### src/rtl/cfg_uart_tx_pkg.sv
package cfg_uart_tx_pkg;

    localparam logic [2:0] PAR_NONE  = 3'd0;
    localparam logic [2:0] PAR_ODD   = 3'd1;
    localparam logic [2:0] PAR_EVEN  = 3'd2;
    localparam logic [2:0] PAR_MARK  = 3'd3;
    localparam logic [2:0] PAR_SPACE = 3'd4;

    typedef enum logic [2:0] {
        PH_IDLE  = 3'd0,
        PH_START = 3'd1,
        PH_DATA  = 3'd2,
        PH_PAR   = 3'd3,
        PH_STOP  = 3'd4
    } tx_phase_e;

    typedef struct packed {
        tx_phase_e   st;
        logic [7:0]  shreg;
        logic [2:0]  bits_left;
        logic [2:0]  halves;
        logic [1:0]  stop;
        logic        par_en;
        logic        par_bit;
        logic        txd;
        logic        busy;
    } tx_state_t;

endpackage

### src/rtl/cfg_uart_tx_halftick.sv
module cfg_uart_tx_halftick #(
    parameter int HALF_CYC = 4
) (
    input  logic clk_i,
    input  logic rst_ni,
    input  logic clr_i,
    output logic tick_o
);
    localparam int CW = (HALF_CYC > 1) ? $clog2(HALF_CYC) : 1;

    generate
        if (HALF_CYC <= 1) begin : g_every
            assign tick_o = 1'b1;
        end else begin : g_count
            localparam logic [CW-1:0] LAST = CW'(HALF_CYC - 1);
            logic [CW-1:0] cnt_d, cnt_q;

            always_comb begin
                cnt_d = cnt_q;
                if (clr_i || cnt_q == LAST) cnt_d = '0;
                else                        cnt_d = cnt_q + 1'b1;
            end

            always_ff @(posedge clk_i or negedge rst_ni) begin
                if (!rst_ni) cnt_q <= '0;
                else         cnt_q <= cnt_d;
            end

            assign tick_o = (cnt_q == LAST);

            // ticks are separated by HALF_CYC cycles, never adjacent
            a_r9_tick_gap: assert property (@(posedge clk_i) disable iff (!rst_ni)
                tick_o |=> !tick_o);
        end
    endgenerate
endmodule

### src/rtl/cfg_uart_tx_parity.sv
module cfg_uart_tx_parity
    import cfg_uart_tx_pkg::*;
(
    input  logic [7:0] data_i,
    input  logic [1:0] len_i,
    input  logic [2:0] mode_i,
    output logic       en_o,
    output logic       bit_o
);
    logic ones_odd;

    always_comb begin
        ones_odd = 1'b0;
        for (int i = 0; i < 8; i++) begin
            if (i < 32'(len_i) + 5) ones_odd = ones_odd ^ data_i[i];
        end
    end

    always_comb begin
        en_o  = 1'b1;
        bit_o = 1'b0;
        case (mode_i)
            PAR_ODD:   bit_o = ~ones_odd;
            PAR_EVEN:  bit_o = ones_odd;
            PAR_MARK:  bit_o = 1'b1;
            PAR_SPACE: bit_o = 1'b0;
            default:   en_o  = 1'b0;
        endcase
    end
endmodule

### src/rtl/cfg_uart_tx.sv
module cfg_uart_tx
    import cfg_uart_tx_pkg::*;
#(
    parameter int CLK_HZ = 50_000_000,
    parameter int BAUD   = 115_200
) (
    input  logic       clk_i,
    input  logic       rst_ni,
    input  logic       start_i,
    input  logic [7:0] data_i,
    input  logic [1:0] len_i,
    input  logic [2:0] par_i,
    input  logic [1:0] stop_i,
    output logic       busy_o,
    output logic       txd_o
);
    localparam int HALF_RAW = CLK_HZ / (2 * BAUD);
    localparam int HALF_CYC = (HALF_RAW < 1) ? 1 : HALF_RAW;

    localparam tx_state_t RST_VAL = '{
        st: PH_IDLE, shreg: '0, bits_left: '0, halves: '0, stop: '0,
        par_en: 1'b0, par_bit: 1'b0, txd: 1'b1, busy: 1'b0
    };

    tx_state_t q, d;
    logic      accept, tick, par_en, par_bit, last_tick;

    assign accept = start_i && !q.busy;

    cfg_uart_tx_halftick #(.HALF_CYC(HALF_CYC)) u_tick (
        .clk_i  (clk_i),
        .rst_ni (rst_ni),
        .clr_i  (accept),
        .tick_o (tick)
    );

    cfg_uart_tx_parity u_par (
        .data_i (data_i),
        .len_i  (len_i),
        .mode_i (par_i),
        .en_o   (par_en),
        .bit_o  (par_bit)
    );

    assign last_tick = (q.st == PH_STOP) && (q.halves == 3'd1) && tick;

    always_comb begin
        d = q;
        if (accept) begin
            d.busy      = 1'b1;
            d.st        = PH_START;
            d.shreg     = data_i;
            d.bits_left = {1'b0, len_i} + 3'd4;
            d.stop      = stop_i;
            d.par_en    = par_en;
            d.par_bit   = par_bit;
            d.txd       = 1'b0;
            d.halves    = 3'd2;
        end else if (q.busy && tick) begin
            if (q.halves != 3'd1) begin
                d.halves = q.halves - 3'd1;
            end else begin
                d.halves = 3'd2;
                case (q.st)
                    PH_START: begin
                        d.st  = PH_DATA;
                        d.txd = q.shreg[0];
                    end
                    PH_DATA: begin
                        if (q.bits_left != 3'd0) begin
                            d.shreg     = q.shreg >> 1;
                            d.txd       = q.shreg[1];
                            d.bits_left = q.bits_left - 3'd1;
                        end else if (q.par_en) begin
                            d.st  = PH_PAR;
                            d.txd = q.par_bit;
                        end else begin
                            d.st     = PH_STOP;
                            d.txd    = 1'b1;
                            d.halves = {1'b0, q.stop} + 3'd1;
                        end
                    end
                    PH_PAR: begin
                        d.st     = PH_STOP;
                        d.txd    = 1'b1;
                        d.halves = {1'b0, q.stop} + 3'd1;
                    end
                    default: begin
                        d.st   = PH_IDLE;
                        d.busy = 1'b0;
                        d.txd  = 1'b1;
                    end
                endcase
            end
        end
    end

    always_ff @(posedge clk_i or negedge rst_ni) begin
        if (!rst_ni) q <= RST_VAL;
        else         q <= d;
    end

    assign busy_o = q.busy;
    assign txd_o  = q.txd;

    // an idle line is high
    a_r1_idle_high: assert property (@(posedge clk_i) disable iff (!rst_ni)
        !busy_o |-> txd_o);

    // an accepted strobe opens a low start bit on the next cycle
    a_r2_start_low: assert property (@(posedge clk_i) disable iff (!rst_ni)
        (start_i && !busy_o) |=> (busy_o && !txd_o));

    // the stop period is always high
    a_r6_stop_high: assert property (@(posedge clk_i) disable iff (!rst_ni)
        (q.st == PH_STOP) |-> txd_o);

    // the parity slot exists only for modes that carry one
    a_r5_par_slot: assert property (@(posedge clk_i) disable iff (!rst_ni)
        (q.st == PH_PAR) |-> q.par_en);

    // captured format stays fixed for the whole frame
    a_r7_cfg_held: assert property (@(posedge clk_i) disable iff (!rst_ni)
        (busy_o && !last_tick) |=> ($stable(q.stop) && $stable(q.par_en) && $stable(q.par_bit)));
endmodule

### config.mk
export PLATFORM = sky130hd
export DESIGN_NAME = cfg_uart_tx
export DESIGN_NICKNAME = d
export VERILOG_FILES = /design/src/rtl/cfg_uart_tx_pkg.sv /design/src/rtl/cfg_uart_tx_halftick.sv /design/src/rtl/cfg_uart_tx_parity.sv /design/src/rtl/cfg_uart_tx.sv
export SDC_FILE = /design/constraint.sdc
export NUM_CORES = 1
export LEC_CHECK = 0
export BUFFER_PORTS_ARGS = -buffer_cell sky130_fd_sc_hd__buf_2
export CAP_MARGIN = 20
export CORE_AREA = 2 2 62 64
export CTS_CLUSTER_SIZE = 16
export DETAILED_ROUTE_END_ITERATION = 10
export DIE_AREA = 0 0 64 66
export HOLD_SLACK_MARGIN = 0.15
export PLACE_DENSITY = 0.73
export SETUP_SLACK_MARGIN = 0.05
export SYNTH_ARGS = -nofsm -noshare
export SYNTH_HDL_FRONTEND = slang
export SYNTH_HIERARCHICAL = 1
export SYNTH_SLANG_ARGS = --single-unit
### constraint.sdc
create_clock -name clk_i -period 2 [get_ports clk_i]
set_input_delay 0.1 -clock clk_i [delete_from_list [all_inputs] [get_ports clk_i]]
set_output_delay 0.1 -clock clk_i [all_outputs]
set_load 0.02 [all_outputs]
==> results of run 1 <==
-- repair_timing --
action,CTS,global route
setup buffers,0,3
endpoints found under the setup margin,0,16
gates resized for setup,0,6
hold endpoints to repair,43,0
hold buffers,15,0
-- state kept, by name (all words and copies together) (netlist names) --
register              flops
busy_o                    1
q                        21
txd_o                     1
u_tick/g_count.cnt_q      8
-- worst max-delay path, cell delays in order (launching register included) --
cell and delay (ps):
dfrtp_1 410, inv_1 70, ha_1 140, nand4bb_1 160
nor2_2 200, and4b_2 310, and3_4 250, a211oi_1 80
a31oi_1 170
-- worst paths after layout --
kind,depth (start not counted),endpoint,start
max in group asynchronous,2,q[15]$_DFFE_PN0P_,rst_ni
min in group asynchronous,2,u_tick/g_count.cnt_q[6]$_DFF_PN0_,rst_ni
hold reg to reg,2,q[5]$_DFFE_PN0P_,q[5]$_DFFE_PN0P_
hold / removal,5,q[2]$_DFFE_PN0P_,par_i[1]
setup / recovery,8,q[11]$_DFFE_PN0P_,u_tick/g_count.cnt_q[1]$_DFF_PN0_
setup reg to reg,8,q[11]$_DFFE_PN0P_,u_tick/g_count.cnt_q[1]$_DFF_PN0_
-- cells in the mapped netlist, drive strengths merged, types with 2 or more instances --
cell | count | area share (%)
xor2 | 3 | 1.5
nor3 | 3 | 0.84
xnor3 | 2 | 2.5
a31oi | 7 | 2.4
nand4 | 3 | 1.0
a21oi | 10 | 2.8
inv | 8 | 1.7
or3 | 4 | 1.4
nand2 | 36 | 7.5
nand3 | 8 | 2.5
xnor2 | 3 | 1.5
buf | 3 | 1.7
ha | 7 | 4.9
nor2b | 3 | 1.2
a22oi | 2 | 0.84
dfrtp | 30 | 42
nand2b | 3 | 1.0
clkbuf | 2 | 0.42
o21ai | 11 | 3.1
nor2 | 20 | 4.2
or2b | 2 | 0.98
nand4b | 2 | 0.98
o21a | 3 | 1.3
or4b | 2 | 1.1
nor3b | 3 | 1.9
-- cell families (layout without fill, tap and decap cells) --
group                    after synthesis  count (layout)
AND/OR/NAND/NOR                       94              95
AO/OA/AOI/OAI                         41              41
flip-flops                            31              31
buffers and inverters                 13              57
XOR/XNOR                               9               9
adder cells (fa/ha/maj)                7               7
-- per-layer routing --
layer	up-vias	wire, µm
li1	779	-
met1	759	1800
met2	50	1950
met3	11	182
met4	0	85
met5	-	0
-- stage by stage --
step / TNS (ps) / hold WS, ps / util (%) / instances / setup slack [ps]
5_1_grt: -6.46 / 162 / 62.3 / 288 / -4.34
6_report: 0 / 161 / 62.3 / 288 / 126
4_1_cts: 0 / 154 / 60.9 / 284 / 96.0
3_3_place_gp: 0 / 181 / 54.7 / 261 / 233
2_1_floorplan: 0 / -196 / - / 195 / 121
3_5_place_dp: 0 / 179 / 54.7 / 261 / 112
-- report_power, final --
part           switching [mW]  internal (mW)
Combinational          0.0596         0.0805
Clock                   0.211          0.207
Sequential             0.0168          0.647
-- cell type report --
type,instances,area [µm²],share of cell area (%)
Inverter,8,30.0,1.36
Timing Repair Buffer,41,298,13.5
Sequential cell,31,777,35.1
Multi-Input combinational cell,152,978,44.2
Clock buffer,8,68.8,3.11
Tap cell,48,60.1,2.71
==> impl_metrics.toml, run 1 <==
[clock_network]
tritoncts = "done"
htree_levels = 2
clock_latency_ps = 340
cts_sinks = 31
numCtsBuffers = 5
path_clk_slew_ps = 90
cts-root-buf = "clkbuf_4"
clk_path_buf_depth = 2

[die]
die_area_um2 = 4220
die_h_um = 66
initial_utilization_pct = 50.6
rows = 22
core_region_area_um2 = 3550
die_width_um = 64
io_pins = 20

[cells_and_area]
fillers = 307
num-nets-final = 264
final_common_cell = "nand2_1"
mostFrequentLayoutCells = "nand2_1, dfrtp_1, nor2_1, buf_2, dlygate4sd3_1"
layout-drive-gt1-share_pct = 18.8
final_area_um2 = 2210
area_delta_synth_final_pct = 23.2
antenna_cells = 0

[yosys]
synthCells = 195
synth-simple-area-share_pct = 27.3
synth_seq_cells = 31
synthFlopType = "dfrtp_1"
synthMuxAreaShare_pct = 0
synth_compound_area_share_pct = 14.0
ys_seq_area_share_pct = 43.3
ys_warn_count = 6
synthArstFlopShare_pct = 100
synth_nets = 220
syn-cell-area_um2 = 1800
synth_cell_type_count = 44
synth_top_family_by_area = "simple AND/OR/NAND/NOR gates"
yosys.area_share.adder_pct = 4.88
syn_area_per_cell_um2 = 9.21
synth_edf_count = 0
synth_xor_xnor_area_share_pct = 6.76

[global_route]
grt_antenna_before_repair = 0
grt_pass1_wl_um = 6690
grt_pass1_vias = 1504
grtUsageTotal_pct = 20.9
met1_usage_pct = 26.9
globalRoute.totalOverflow = 0
use_met3_pct = 5.62
grt_use_met2_pct = 32.7
top_usage_layer = "met2"
grt_max_degree = 32

[timing]
finalMaxSlewViolations = 0
hold_violations = 0
rsz0062_at_grt = "true"
fin_crit_sh_pct = 93.7
worst-slew-pin-transition_ps = 687
finalCriticalPeriod_ps = 1870
setup_viol = 0
max_freq_ghz = 0.534
max_slew_margin_pct = 54.2
finClkSkew_ps = 10.1

[worst_setup_path]
end_kind = "flip-flop"
path_class = "reg -> reg"
worstPathArrival_ps = 2120
crit_required_ps = 2250
reg2reg_setup_slack_ps = 130
cp-start-kind = "flip-flop"
cp_max_fo = 6

[drt]
ant_nets = 0
drt_pass1_iterations = 4
avgRoutedWirePerCell_um = 14.0
drc = 0
vias = 1599
viasPerCell = 5.55
drt-initial-drc-count = 70
wirelength_um = 4020

[pwr]
finalPower_mw = 1.22
p_leak_nw = 1.04
power_density_nw_per_um2 = 552
vdd_drop_max_v = 0.000398

[worst_hold_path]
hp-class = "in -> reg"

[placement]
io_buffers = 19
placed_cell_area_um2 = 1940
post-dp-hpwl_um = 2560
gp_congestion = 0.781

[flow_run]
maxCapViolations = 0

[status]
outcome = "finished clean"
Power figures use the tool's default switching activity.
==> run 2: changes to the inputs <==
Settings changed: ABC_AREA set to 1, CORE_AREA 2 2 62 64 to 2 2 64 66, DIE_AREA 0 0 64 66 to 0 0 66 68, PLACE_DENSITY 0.73 to 0.74.
==> run 2 against run 1 <==
Critical endpoint is now q[14]$_DFFE_PN0P_. Critical path type unchanged. Sequential cell count is the same. Sequential share of layout area shrank 1.5 points. Final area grew 4.5%. Global-route usage shrank 0.57 points. Synthesized area grew 9.5%. Worst setup slack gained 140 ps.
==> impl_metrics.toml, run 2 <==
[status]
outcome = "finished clean"

[cells_and_area]
num-nets-final = 342
top_register = "q"
fillers = 361
layout-drive-gt1-share_pct = 16.4
area_delta_synth_final_pct = 17.5
multiInputGateArea_um2 = 1020
regArea_um2 = 777
final_common_cell = "nand2_1"
antenna_cells = 0
reg_top3 = "q x21, u_tick/g_count.cnt_q x8"
largest_reg_flops = 21
mostFrequentLayoutCells = "nand2_1, inv_1, dfrtp_1, nand3_1, nor2_1"

[yosys]
synthFlopType = "dfrtp_1"
synth_top_area_cell = "dfrtp_1"
synthCells = 285
ys_seq_area_share_pct = 39.5
ys_warn_count = 6
synth_commonest_cells = "nand2_1, inv_1, dfrtp_1, nand3_1, nor2_1"
synthArstFlopShare_pct = 100
syn_area_per_cell_um2 = 6.90
synth_cell_type_count = 24
synth_seq_cells = 31
synth_nets = 310
syn-cell-area_um2 = 1970
synth_area_leaders = "dfrtp_1, nand2_1, nand3_1"
synth.most_common_cell = "nand2_1"
synth_edf_count = 0
synth_top_area_share_pct = 38.2

[pwr]
power_density_nw_per_um2 = 570
p_leak_nw = 1.27
vdd_drop_max_v = 0.000237

[clock_network]
clock_latency_ps = 280
tritoncts = "done"
clk_path_buf_depth = 2
cts_sinks = 31
htree_levels = 2
numCtsBuffers = 5
cts-root-buf = "clkbuf_8"
path_clk_slew_ps = 60

[global_route]
grt_pass1_vias = 1735
grtUsageTotal_pct = 20.3
grt_antenna_before_repair = 0
grt_max_degree = 32
grt_pass1_wl_um = 6930
globalRoute.totalOverflow = 0

[die]
die_h_um = 68
rows = 23
die_width_um = 66
io_pins = 20
initial_utilization_pct = 51.0
core_region_area_um2 = 3860
die_area_um2 = 4490

[placement]
io_buffers = 19
gp_congestion = 0.793
post-dp-hpwl_um = 2770

[timing]
finalMaxSlewViolations = 0
finClkSkew_ps = 3.46
fin_crit_sh_pct = 86.7
setup_viol = 0
hold_ws_ps = 164
rsz0062_at_grt = "false"
max_slew_margin_pct = 54.5
hold_violations = 0
max_freq_ghz = 0.576
finalCriticalPeriod_ps = 1730
worst-slew-pin-transition_ps = 683
setup-tns-final_ps = 0

[drt]
wirelength_um = 3910
viasPerCell = 4.76
drt_pass1_iterations = 4
vias = 1750
drc = 0
ant_nets = 0
avgRoutedWirePerCell_um = 10.6
drt-initial-drc-count = 82

[worst_setup_path]
cp_max_fo = 6
end_kind = "flip-flop"
cp-start-kind = "flip-flop"
worstPathArrival_ps = 1900
path_class = "reg -> reg"
crit_required_ps = 2170

[flow_run]
maxCapViolations = 0

[worst_hold_path]
hp-class = "in -> reg"
-- run 2: cell types whose count changed after synthesis, moves of 4 or more --
cell,change
nand2_1,+74
inv_1,+28
nand3_1,+22
a31oi_1,-7
buf_2,+5
nand2_2,+5
a21oi_1,-4
or3_1,-4
-- run 2: per-stage QoR --
step	util (%)	area (µm²)	cells	setup WS [ps]	power, mW
floorplan	-	1970	285	294	0.731
global placement	54.9	2120	352	228	0.776
detailed placement	54.9	2120	352	176	0.782
CTS	59.3	2290	367	161	1.34
global route	59.9	2310	368	68.1	1.39
finish	59.9	2310	368	265	1.32
-- run 2: area by class of cell --
class / count / share of cell area, %
Inverter: 39 / 6.33
Timing Repair Buffer: 31 / 8.77
Tap cell: 50 / 2.71
Clock buffer: 8 / 4.33
Sequential cell: 31 / 33.6
Multi-Input combinational cell: 209 / 44.2
-- run 2: worst paths after layout --
path	from	end	slack (ps)	cells past startpoint
worst max-delay path	u_tick/g_count.cnt_q[1]$_DFF_PN0_	q[14]$_DFFE_PN0P_	270	12
worst max register to register	u_tick/g_count.cnt_q[1]$_DFF_PN0_	q[14]$_DFFE_PN0P_	270	12
max in group asynchronous	rst_ni	q[16]$_DFFE_PN0P_	1170	2
worst min register to register	q[2]$_DFFE_PN0P_	q[2]$_DFFE_PN0P_	470	2
min in group asynchronous	rst_ni	u_tick/g_count.cnt_q[4]$_DFF_PN0_	390	2
worst min-delay path	data_i[5]	q[17]$_DFFE_PN0P_	160	5
-- run 2: where the power goes --
group / internal [mW] / switching, mW
clock: 0.314 / 0.223
combinational: 0.0548 / 0.0746
sequential: 0.643 / 0.00861
-- run 2: per-layer routing --
layer  track usage [%]  vias to the layer above  routed length, µm
met3              4.44                        5                111
met1              22.4                      784               1810
met2              38.1                       25               1920
li1                  -                      936                  -
met5                 0                        -                  0
met4              7.91                        0                 68
-- run 2: cell families (layout without fill, tap and decap cells) --
logic type	after synthesis	count (layout)	synth area share, %
xor gates and xnor gates	6	6	2.67
AOI/OAI and AO/OA	16	16	4.20
adders and majority gates	7	7	4.45
DFF	31	31	39.5
buffers and inverters	45	78	9.29
and+or+nand+nor	180	180	39.9
-- run 2: worst max-delay path, cell delays in order, from the launching register on --
cell and delay (ps):
dfrtp_1 400, inv_1 70, ha_1 130, nand2_1 60
nor2_2 100, nand3b_2 110, inv_1 90, nand2_2 90
nor2_4 130, nand3_4 120, buf_4 180, nand3_1 70
nand2_1 60
-- run 2: timing repair --
action,CTS,global route
resized for setup,0,4
setup buffers,0,1
hold buffers,7,0
endpoints found under the setup margin,0,14
endpoints found under the hold margin,36,0
==> run 3: changes to the inputs <==
Settings changed: PLACE_DENSITY 0.74 to 0.86.
==> run 3 against run 2 <==
Routed wire length is 3.1% higher. Sequential share of layout area is 0.13 points lower. Combinational power hardly changed. Critical endpoint is now txd_o$_DFFE_PN1P_. Highest routed layer unchanged.
==> impl_metrics.toml, run 3 (synthesis results as in run 2) <==
[status]
outcome = "finished clean"

[placement]
gp_congestion = 0.841
io_buffers = 19
place_ws_ps = 94.8
post-dp-hpwl_um = 2810
placed_cell_area_um2 = 2110

[drt]
route.met3.wl_um = 152
vias = 1808
drc = 0
viasPerCell = 4.87
drt-initial-drc-count = 85
wirelength_met1_um = 1710
wl_met2_um = 2100
wirelength_um = 4030
maxUsedRoutingLayer = "met4"
avgRoutedWirePerCell_um = 10.9
ant_nets = 0
drt_pass1_iterations = 5

[clock_network]
htree_levels = 2
path_clk_slew_ps = 70
cts-root-buf = "clkbuf_8"
clk_path_buf_depth = 2
numCtsBuffers = 5
cts_sinks = 31
clock_latency_ps = 290
tritoncts = "done"

[die]
core_region_area_um2 = 3860
io_pins = 20
rows = 23
die_h_um = 68
initial_utilization_pct = 51.0
die_area_um2 = 4490
die_width_um = 66

[timing]
finalMaxSlewViolations = 0
max_freq_ghz = 0.547
hold_violations = 0
worst-slew-pin-transition_ps = 697
setup_ws_ps = 172
setup-tns-final_ps = 0
hold_ws_ps = 173
finClkSkew_ps = 8.33
rsz0062_at_grt = "true"
max_slew_margin_pct = 53.5
fin_crit_sh_pct = 91.4
setup_viol = 0
finalCriticalPeriod_ps = 1830

[cells_and_area]
final_common_cell = "nand2_1"
num-nets-final = 345
top_register = "q"
layout-drive-gt1-share_pct = 17.4
largest_reg_flops = 21
reg_top3 = "q x21, u_tick/g_count.cnt_q x8"
final_area_um2 = 2320
area_delta_synth_final_pct = 17.9
mostFrequentLayoutCells = "nand2_1, inv_1, dfrtp_1, nand3_1, nor2_1"
antenna_cells = 0

[worst_setup_path]
path_class = "reg -> reg"
cp_max_fo = 5
r2r_start = "u_tick/g_count.cnt_q[0]$_DFF_PN0_"
end_kind = "flip-flop"
crit_required_ps = 2230
startpoint = "u_tick/g_count.cnt_q[0]$_DFF_PN0_"
reg2reg_depth = 13
cp-start-kind = "flip-flop"
worstPathArrival_ps = 2060
reg2reg_setup_slack_ps = 170
regToRegEndpoint = "txd_o$_DFFE_PN1P_"

[pwr]
p_leak_nw = 1.27
power_density_nw_per_um2 = 541
vdd_drop_max_v = 0.000307

[worst_hold_path]
hp-class = "in -> reg"
hold_end = "q[16]$_DFFE_PN0P_"
whs_path_depth = 5
hp-start = "data_i[4]"

[flow_run]
maxCapViolations = 0

[global_route]
grt_antenna_before_repair = 0
grtUsageTotal_pct = 20.6
grt_max_degree = 32
grt_pass1_vias = 1689
grt_pass1_wl_um = 6910
globalRoute.totalOverflow = 0
## run 3: final cells by class
type / count / area, µm²
Clock buffer: 7 / 76.3
Clock inverter: 1 / 5.00
Fill cell: 366 / 1540
Inverter: 39 / 146
Multi-Input combinational cell: 210 / 1030
Sequential cell: 31 / 777
Tap cell: 50 / 62.6
Timing Repair Buffer: 33 / 218
## run 3: worst max-delay path, cell delays in order, from the launching register on
cell	delay, ps
dfrtp_1	420
inv_2	90
ha_1	150
nand2_1	60
nor2_2	100
nand3b_2	120
inv_1	80
nand2_2	100
nor2_4	150
buf_4	160
inv_1	50
a21oi_1	130
nand2_1	80
nand2_1	80
## run 3: how the worst max path moves through the flow
stage,to,cells past startpoint
after floorplan,q[12]$_DFFE_PN0P_,12
after global placement,q[19]$_DFFE_PN0P_,11
final,txd_o$_DFFE_PN1P_,13
after global routing,q[11]$_DFFE_PN0P_,12
after CTS,q[16]$_DFFE_PN0P_,12
after detailed placement,q[16]$_DFFE_PN0P_,12
## run 3: metal layers
layer	GRT usage [%]	vias to the layer above
li1	-	949
met1	21.9	814
met2	39.4	39
met3	4.44	6
met4	8.93	0
met5	0	-
## run 3: metrics by stage
| step | cells | utilization [%] | power, mW |
|---|---|---|---|
| 6_report | 371 | 60.2 | 1.25 |
| 5_1_grt | 371 | 60.2 | 1.31 |
| 4_1_cts | 366 | 58.7 | 1.27 |
| 3_5_place_dp | 351 | 54.7 | 0.782 |
| 3_3_place_gp | 351 | 54.7 | 0.777 |
| 2_1_floorplan | 285 | - | 0.731 |
## run 3: repair_timing
item	in CTS	in global routing
endpoints found under the setup margin	0	16
gates resized for setup	0	6
hold buffers	7	0
hold endpoints to repair	36	0
buffers inserted	0	4
## run 3: where the power goes
| group | total (mW) | leakage, nW | internal (mW) | switching [mW] |
|---|---|---|---|---|
| sequential | 0.653 | 0.351 | 0.643 | 0.00937 |
| clock | 0.474 | 0.0422 | 0.244 | 0.230 |
| combinational | 0.128 | 0.878 | 0.0548 | 0.0735 |
| total | 1.25 | 1.27 | 0.942 | 0.313 |
